--- config.mk ---
export PLATFORM = sky130hd
export DESIGN_NAME = sopot_decomp
export DESIGN_NICKNAME = d
export VERILOG_FILES = /design/src/rtl/sopot_pkg.sv /design/src/rtl/sopot_term_unit.sv /design/src/rtl/sopot_ctrl.sv /design/src/rtl/sopot_decomp.sv
export SDC_FILE = /design/constraint.sdc
export NUM_CORES = 1
export LEC_CHECK = 0
export BUFFER_PORTS_ARGS = -buffer_cell sky130_fd_sc_hd__buf_2
export CELL_PAD_IN_SITES_DETAIL_PLACEMENT = 1
export CELL_PAD_IN_SITES_GLOBAL_PLACEMENT = 2
export CORE_UTILIZATION = 36
export DETAILED_ROUTE_END_ITERATION = 10
export MAX_ROUTING_LAYER = met4
export PLACE_DENSITY_LB_ADDON = 0.1
export SETUP_SLACK_MARGIN = 0.15
export SLEW_MARGIN = 20
export SYNTH_ARGS = -nofsm -noshare
export SYNTH_HDL_FRONTEND = slang
export SYNTH_SLANG_ARGS = --single-unit
--- constraint.sdc ---
create_clock -name clk -period 7.7 [get_ports clk]
set_input_delay 0.77 -clock clk [delete_from_list [all_inputs] [get_ports clk]]
set_output_delay 0.77 -clock clk [all_outputs]
set_load 0.005 [all_outputs]
--- src/rtl/sopot_pkg.sv ---
package sopot_pkg;
  typedef enum logic {
    ST_IDLE = 1'b0,
    ST_RUN  = 1'b1
  } sopot_state_e;
endpackage

--- src/rtl/sopot_term_unit.sv ---
// Combinational: picks one signed power-of-two term from a remainder.
module sopot_term_unit #(
  parameter int RW        = 13,
  parameter int FRAC_BITS = 2,
  parameter int EXP_HI    = 6,
  parameter int EXP_W     = 4
) (
  input  logic signed [RW-1:0]    resid,
  output logic                    term_nz,
  output logic                    term_neg,
  output logic signed [EXP_W-1:0] term_exp,
  output logic signed [RW-1:0]    resid_nxt
);
  localparam logic [RW-1:0] ONE = RW'(1);

  function automatic int top_bit(input logic [RW-1:0] v);
    int p;
    p = 0;
    for (int i = 0; i < RW; i++) begin
      if (v[i]) p = i;
    end
    return p;
  endfunction

  function automatic int clamp_exp(input int e);
    return (e > EXP_HI) ? EXP_HI : e;
  endfunction

  logic [RW-1:0] mag;
  logic [RW-1:0] pw;
  int            e_cl;

  always_comb begin
    term_nz  = |resid;
    term_neg = resid[RW-1];
    mag      = term_neg ? RW'(-resid) : RW'(resid);
    e_cl     = clamp_exp(top_bit(mag) - FRAC_BITS);
    pw       = ONE << (e_cl + FRAC_BITS);
    term_exp = term_nz ? EXP_W'(e_cl) : '0;
    if (!term_nz)     resid_nxt = resid;
    else if (term_neg) resid_nxt = resid + $signed(pw);
    else               resid_nxt = resid - $signed(pw);
  end
endmodule

--- src/rtl/sopot_ctrl.sv ---
// Sequencer: idle/run, term index, budget latch and step/finish events.
module sopot_ctrl
  import sopot_pkg::*;
#(
  parameter int MAX_TERMS = 3,
  parameter int IDX_W     = 2
) (
  input  logic             clk,
  input  logic             rst_n,
  input  logic             start,
  input  logic             three_terms,
  input  logic             term_nz,
  output logic             busy,
  output logic             load_evt,
  output logic             step_evt,
  output logic             finish_evt,
  output logic [IDX_W-1:0] idx,
  output logic             cfg_three
);
  sopot_state_e state;
  logic         at_limit;

  always_comb begin
    at_limit   = idx == (cfg_three ? IDX_W'(MAX_TERMS) : IDX_W'(MAX_TERMS - 1));
    load_evt   = (state == ST_IDLE) && start;
    finish_evt = (state == ST_RUN) && (at_limit || !term_nz);
    step_evt   = (state == ST_RUN) && !finish_evt;
    busy       = state == ST_RUN;
  end

  always_ff @(posedge clk) begin
    if (!rst_n) begin
      state     <= ST_IDLE;
      idx       <= '0;
      cfg_three <= 1'b0;
    end else if (load_evt) begin
      state     <= ST_RUN;
      idx       <= '0;
      cfg_three <= three_terms;
    end else if (finish_evt) begin
      state <= ST_IDLE;
    end else if (step_evt) begin
      idx <= idx + 1'b1;
    end
  end
endmodule

--- src/rtl/sopot_decomp.sv ---
module sopot_decomp #(
  parameter int COEF_W    = 12,
  parameter int FRAC_BITS = 2,
  parameter int EXP_HI    = 6,
  parameter int MAX_TERMS = 3,
  localparam int RW       = COEF_W + 1,
  localparam int EXP_MAG  = (EXP_HI > FRAC_BITS) ? EXP_HI : FRAC_BITS,
  localparam int EXP_W    = $clog2(EXP_MAG + 1) + 1
) (
  input  logic                       clk,
  input  logic                       rst_n,
  input  logic                       start,
  input  logic signed [COEF_W-1:0]   coef_in,
  input  logic                       three_terms,
  output logic                       busy,
  output logic                       done,
  output logic [MAX_TERMS-1:0]       term_used,
  output logic [MAX_TERMS-1:0]       term_neg,
  output logic [MAX_TERMS*EXP_W-1:0] term_exp,
  output logic signed [RW-1:0]       err_out
);
  localparam int IDX_W = $clog2(MAX_TERMS + 1);

  // named internal events, observed by the bound checker
  logic             load_evt, step_evt, finish_evt, term_nz, cfg_three;
  logic [IDX_W-1:0] idx;

  logic signed [RW-1:0]    resid, resid_nxt;
  logic                    cur_neg;
  logic signed [EXP_W-1:0] cur_exp;

  logic [MAX_TERMS-1:0]    used_wk, neg_wk;
  logic signed [EXP_W-1:0] exp_wk  [MAX_TERMS];
  logic signed [EXP_W-1:0] exp_out [MAX_TERMS];

  sopot_ctrl #(.MAX_TERMS(MAX_TERMS), .IDX_W(IDX_W)) u_ctrl (
    .clk(clk), .rst_n(rst_n), .start(start), .three_terms(three_terms),
    .term_nz(term_nz), .busy(busy), .load_evt(load_evt), .step_evt(step_evt),
    .finish_evt(finish_evt), .idx(idx), .cfg_three(cfg_three)
  );

  sopot_term_unit #(.RW(RW), .FRAC_BITS(FRAC_BITS), .EXP_HI(EXP_HI), .EXP_W(EXP_W)) u_term (
    .resid(resid), .term_nz(term_nz), .term_neg(cur_neg),
    .term_exp(cur_exp), .resid_nxt(resid_nxt)
  );

  // working state: remainder and terms collected so far
  always_ff @(posedge clk) begin
    if (!rst_n || load_evt) begin
      resid   <= rst_n ? RW'(coef_in) : '0;
      used_wk <= '0;
      neg_wk  <= '0;
      for (int k = 0; k < MAX_TERMS; k++) exp_wk[k] <= '0;
    end else if (step_evt) begin
      resid        <= resid_nxt;
      used_wk[idx] <= 1'b1;
      neg_wk[idx]  <= cur_neg;
      exp_wk[idx]  <= cur_exp;
    end
  end

  // result registers, written only when a coefficient completes
  always_ff @(posedge clk) begin
    if (!rst_n) begin
      done      <= 1'b0;
      term_used <= '0;
      term_neg  <= '0;
      err_out   <= '0;
      for (int k = 0; k < MAX_TERMS; k++) exp_out[k] <= '0;
    end else begin
      done <= finish_evt;
      if (finish_evt) begin
        term_used <= used_wk;
        term_neg  <= neg_wk;
        err_out   <= resid;
        for (int k = 0; k < MAX_TERMS; k++) exp_out[k] <= exp_wk[k];
      end
    end
  end

  for (genvar g = 0; g < MAX_TERMS; g++) begin : g_pack
    assign term_exp[g*EXP_W +: EXP_W] = exp_out[g];
  end
endmodule

-- Word-level counts from Yosys, hierarchy flattened
Memories as Yosys holds them, arrays and structs flattened.
Index checks and enable logic that the tools add are counted.
- flip-flop bits (word level): 43
- RAM bits: 24
- input port bits: 16
- output and inout port bits: 33
- word-level logic and storage cells: 88
- memories kept: 2
- memory list (name ; depth ; width ; read ports ; clocked after Yosys merged registers in ; write ports ; RTL line ; text):
    exp_out ; 3 ; 4 ; 3 ; 0 ; 3 ; sopot_decomp.sv:34 ; logic signed [EXP_W-1:0] exp_out [MAX_TERMS];
    exp_wk ; 3 ; 4 ; 3 ; 0 ; 3 ; sopot_decomp.sv:33 ; logic signed [EXP_W-1:0] exp_wk [MAX_TERMS];
- add/subtract/negate cells: 6
- $lt $le $gt $ge: 3
- equal/unequal tests: 1
- shifts and indexed selects: 1
- multiplexer cells: 41
- bitwise gates (word level): 7
- reductions and logical operators: 17
- operators with widths (kind ; number):
    2-to-1 mux 13 bit ; 6
    2-to-1 mux 4 bit ; 10
    adder 32 x 3 -> 32 bit (second input constant) ; 1
    > comparator 32 x 4 -> 1 bit (second input constant) ; 1
    2-to-1 mux 32 bit ; 1
    left shift 1 x 32 -> 13 bit (first input constant) ; 1
    2-to-1 mux 1 bit ; 15
    adder 13 bit ; 1
    negation 13 bit ; 1
    OR reduction 13 bit ; 1
    subtractor 13 bit ; 1
    2-to-1 mux 3 bit ; 4
    2-to-1 mux 2 bit ; 3
    nonzero test 2 bit ; 3
    subtractor 4 x 2 -> 5 bit (second input constant) ; 1
    logical AND 1 bit ; 4
    AND reduction 2 bit ; 2
    OR reduction 4 bit ; 1
    bitwise mux 3 bit ; 1
    zero test 1 bit ; 3
    less-than comparator 2 x 3 -> 1 bit (second input constant) ; 1
    NOT 1 bit ; 3
    bitwise OR 1 bit ; 3
    bitwise OR 3 bit ; 1
    6 further kinds ; 7

-- Depth between registers and ports, before layout
- depth after elaboration: 24
- gate-level depth with buffers: 30
- mapped depth without buffers: 28

-- Cells and area by module
From an unflattened synthesis, not the netlist that was laid out.
- cells, all modules: 456
- area, all modules: 4395.5 um2
- by module, submodules not included (module ; instances ; cells each ; area each (um2) ; seq. area each (um2)):
    sopot_decomp ; 1 ; 192 ; 2588.7 ; 1631.6
    sopot_term_unit ; 1 ; 242 ; 1609.0 ; 0.0
    sopot_ctrl ; 1 ; 22 ; 197.7 ; 80.1

-- Worst setup path after synthesis
OpenSTA, ideal clock, no wires.
- kind: reg-to-reg
- start: reg resid[3]
- end: reg resid[11] (data pin)
- setup time: 0.269 ns
- data arrival time: 6.424 ns
- required time: 7.431 ns
- setup slack: 1.007 ns
- stages on the path, launching flop included: 30
- path buffers: 3
- period minus slack after synthesis: 6.693 ns
- cells stage by stage: edfxtp_1 or4_1 buf_2 nor4_4 mux2i_1 o2111ai_2 or3b_1 buf_6 inv_4 buf_6 a21oi_1 ha_1 ha_1 nor2_1 nand2_1 mux2i_1 nand3_2 or2_1 ha_1 nor2b_1 a31o_2 ha_1 a21o_1 a21o_1 a2111oi_0 nor4b_1 a2111o_1 o31ai_1 xor2_1 o21ai_0
- word-level cells in the longest chain between the ends: 22
- elaborated cells between the ends (all ways): 23
- classes of those cells: add/sub (5); order compare (1); shift (1); mux (16)
- RTL lines (what ; RTL line ; text):
    start, declared ; sopot_decomp.sv:28 ; logic signed [RW-1:0] resid, resid_nxt;
    start signal, assigned ; sopot_decomp.sv:50 ; resid <= rst_n ? RW'(coef_in) : '0;
    start signal, assigned ; sopot_decomp.sv:55 ; resid <= resid_nxt;
    negation 13 bit ; sopot_term_unit.sv:36 ; mag = term_neg ? RW'(-resid) : RW'(resid);
    2-to-1 mux 13 bit ; sopot_term_unit.sv:36 ;
    2-to-1 mux 2 bit ; sopot_term_unit.sv:20 ; if (v[i]) p = i;
    2-to-1 mux 3 bit (4 in a row) ; sopot_term_unit.sv:20 ;
    2-to-1 mux 4 bit (5 in a row) ; sopot_term_unit.sv:20 ;
    subtractor 4 x 2 -> 5 bit ; sopot_term_unit.sv:37 ; e_cl = clamp_exp(top_bit(mag) - FRAC_BITS);
    > comparator 32 x 4 -> 1 bit ; sopot_term_unit.sv:26 ; return (e > EXP_HI) ? EXP_HI : e;
    2-to-1 mux 32 bit ; sopot_term_unit.sv:26 ;
    adder 32 x 3 -> 32 bit ; sopot_term_unit.sv:38 ; pw = ONE << (e_cl + FRAC_BITS);
    left shift 1 x 32 -> 13 bit ; sopot_term_unit.sv:38 ;
    subtractor 13 bit or adder 13 bit (tied branches) ; sopot_term_unit.sv:42, sopot_term_unit.sv:41 ;
    2-to-1 mux 13 bit * ; sopot_term_unit.sv:41 ; else if (term_neg) resid_nxt = resid + $signed(pw);
    2-to-1 mux 13 bit * ; sopot_term_unit.sv:40 ; if (!term_nz) resid_nxt = resid;
    2-to-1 mux 13 bit * ; sopot_decomp.sv:54 ; end else if (step_evt) begin
    2-to-1 mux 13 bit * ; sopot_decomp.sv:49 ; if (!rst_n || load_evt) begin
Mark *: on every way between the ends. The rest lies on a longest branch, timed or not. The select of a mux whose other input is x is not followed.
A chain may end at the register's enable or synchronous reset.

-- Worst setup path in the final report
- start: reg resid[0]
- end: reg resid[11] (data pin)
- word-level cells in the longest chain between the ends: 24
- elaborated cells between the ends (all ways): 25
- classes of those cells: add/sub (5); order compare (1); shift (1); mux (18)
- RTL lines (what ; RTL line):
    negation 13 bit ; sopot_term_unit.sv:36
    2-to-1 mux 13 bit ; sopot_term_unit.sv:36
    2-to-1 mux 1 bit ; sopot_term_unit.sv:20
    2-to-1 mux 2 bit (2 in a row) ; sopot_term_unit.sv:20
    2-to-1 mux 3 bit (4 in a row) ; sopot_term_unit.sv:20
    2-to-1 mux 4 bit (5 in a row) ; sopot_term_unit.sv:20
    subtractor 4 x 2 -> 5 bit ; sopot_term_unit.sv:37
    > comparator 32 x 4 -> 1 bit ; sopot_term_unit.sv:26
    2-to-1 mux 32 bit ; sopot_term_unit.sv:26
    adder 32 x 3 -> 32 bit ; sopot_term_unit.sv:38
    left shift 1 x 32 -> 13 bit ; sopot_term_unit.sv:38
    subtractor 13 bit or adder 13 bit (tied branches) ; sopot_term_unit.sv:42, sopot_term_unit.sv:41
    2-to-1 mux 13 bit * ; sopot_term_unit.sv:41
    2-to-1 mux 13 bit * ; sopot_term_unit.sv:40
    2-to-1 mux 13 bit * ; sopot_decomp.sv:54
    2-to-1 mux 13 bit * ; sopot_decomp.sv:49
Marked as above.

==> flow_metrics.tcl <==
set metrics [dict create \
    antenna_found_initial 0 \
    ys_ff_latch 67 \
    core_area_um2 10400 \
    drv_slew 0 \
    max_stage_delay_ns 0.62 \
    utilization_pct 43.5 \
    clock.fmax_mhz 142 \
    start_kind "register" \
    crit_type "reg -> reg" \
    synth_top_area_cell "edfxtp_1" \
    insertion_delay_ns 0.36 \
    fin_setup_tns_ns 0 \
    drcViolationCount 0 \
    relSlewSlack_pct 46.4 \
    die_w_um 106 \
    cts_tree "done" \
    diodes 0 \
    status "complete, no violations" \
    ys_seq_area_share_pct 43.7 \
    synth-simple-area-share_pct 22.1 \
    ys.flop_type "edfxtp_1" \
    hp-class "reg -> reg" \
    numPlacedInstances 587 \
    dr.pass1.iters 7 \
    required_ns 7.78 \
    avgSynthCellArea_um2 9.32 \
    cts_hold_buf 0 \
    synth_cell_types 69 \
    path_common_cell "ha_1" \
    track_usage_pct 20.0 \
    drive_above_1_share_pct 21.4 \
    wl_mm 10.4 \
    met1_usage_pct 25.8 \
    io_buffers 48 \
    grt_max_degree 30 \
    rows 37 \
    synth_compound_area_share_pct 18.5 \
    synth_top_family_by_area "simple AND/OR/NAND/NOR gates" \
    synth.top_cells.by_area "edfxtp_1 (28%), dfxtp_1 (15%), nand2_1 (7.2%), ha_1 (6.4%), a21boi_0 (3.5%)" \
    grt.busiest_layer "met2" \
    worst_slew_pin_slew_ns 0.802 \
    grt_pass1_vias 3310 \
    cts-root-buf "clkbuf_8" \
    clk_pin_slew_worst_paths_ns 0.08 \
    synth_mux_area_share_pct 1.60 \
    met3_usage_pct 4.35 \
    max-vdd-ir-drop_mv 0.160 \
    dieHeight_um 106 \
    fin_crit_ns 7.05 \
    postLayoutCellArea_um2 4530 \
    p_leak_nw 1.82 \
    cts_sinks 67 \
    drt_iter0_markers 156 \
    start_util_pct 37.6 \
    grt_setup_unrepaired "no" \
    globalplace.congestion 0.793 \
    stdcell_count 608 \
    synth_edf_count 37 \
    grt_pass1_wl_mm 16.7 \
    cts_buffers 9 \
    viasPerCell 5.32 \
    vias 3234 \
    netlist.area_leader.share_pct 28.4 \
    synth_common_cells "nand2_1 (75), edfxtp_1 (37), dfxtp_1 (30)" \
    htree_num_levels 3 \
    synth.most_common_cell "nand2_1" \
    synthAdderAreaFrac_pct 6.91 \
    yosysWarnings 0 \
    post-dp-hpwl_mm 7.82 \
    maxCapViolCount 0 \
    worstPathMaxFanout 13 \
    arrival_ns 7.14 \
    wl_per_cell_um 17.1 \
    finClkSkew_ns 0.00808 \
    place_area_um2 4260 \
    power_mw 1.39 \
    use_met2_pct 30.3 \
    io_pins 49 \
    period_share_pct 91.6 \
    synthCells 420 \
    fin_nets 504 \
    synth_xor_area_share_pct 3.13 \
    setup_violations 0 \
    overflow 0 \
    syn_nets 457 \
    syn_area_um2 3910 \
    crit_path_end_kind "register" \
    hold_viol_final 0 \
    syn2layout_area_growth_pct 15.8 \
    power_density_nw_per_um2 308 \
    die_area_um2 11300 \
    ant_nets 0 \
    cts.path.max_buffers 2 \
    synthArstFlopShare_pct 0 \
    slowest_stage "or4_4" \
]
power breakdown:
group | internal, mW | switching (mW)
clock network | 0.155 | 0.156
logic | 0.246 | 0.370
registers | 0.420 | 0.0461
what timing repair did:
item,4_1_cts,5_1_grt
resized for setup,0,6
buffers inserted,0,5
endpoints found under the setup margin,0,2
metal layers:
metal	wire, um	vias up
li1	-	1596
met1	5030	1552
met2	4690	69
met3	464	17
met4	189	0
met5	0	-
state kept, by name, indices dropped and copies added (netlist names), 2 cells and up:
name / count
term_neg: 3
neg_wk: 3
term_used: 3
err_out: 13
u_ctrl.idx: 2
exp_out: 12
exp_wk: 12
used_wk: 3
resid: 13
cell usage in the layout, fill, tap and decap left out, drive strengths merged, types with 3 or more instances in the layout:
cell / count
edfxtp: 37
xor2: 5
a21oi: 19
nor2: 29
mux2i: 4
o21ai: 23
a21boi: 20
or2: 6
o22ai: 3
nand3: 9
a22o: 3
nand2: 76
and2: 14
xnor2: 9
nand2b: 4
nor4: 7
nor2b: 3
or3: 3
buf: 59
a21o: 7
a31oi: 4
and3: 4
nor3b: 3
nor3: 5
dfxtp: 30
ha: 20
clkbuf: 9
inv: 15
path summary, 6_finish.rpt:
kind	startpoint	to	slack, ns	cells after the start
worst max-delay path	resid[0]	resid[11]	0.65	26
worst min-delay path	term_neg[0]	term_neg[0]	0.46	2
worst max register to register	resid[0]	resid[11]	0.65	26
worst min register to register	term_neg[0]	term_neg[0]	0.46	2
critical path, delay by kind of cell, from the launching register on:
family	cells	cell delay (ns)
AND/OR/NAND/NOR	9	2.29
AO/OA/AOI/OAI	9	2.06
adder cells (fa/ha/maj)	4	1.08
flip-flops	1	0.52
multiplexers	2	0.49
XOR/XNOR	1	0.17
buffers and inverters	1	0.15
layout make-up:
cell class | count | area (um2)
inverters | 12 | 47.5
well taps | 136 | 170
multi-input cells | 318 | 2070
clock buffers | 9 | 124
repair buffers | 59 | 323
clock inverters | 7 | 82.6
flip-flops and latches | 67 | 1710
fillers | 1239 | 5890
cells by family after synthesis:
group / count (synthesis)
buffers and inverters: 35
flip-flops: 67
XOR/XNOR: 14
adder cells (fa/ha/maj): 21
multiplexers: 6
AO/OA/AOI/OAI: 104
AND/OR/NAND/NOR: 173
metrics by stage:
| stage | hold WS [ns] | setup WS (ns) |
|---|---|---|
| finish | 0.456 | 0.649 |
| global placement | 0.447 | 0.509 |
| detailed placement | 0.447 | 0.229 |
| global route | 0.475 | 0.155 |
| floorplan | 0.431 | 1.01 |
| CTS | 0.458 | 0.216 |
(Power assumes the default switching activity.)
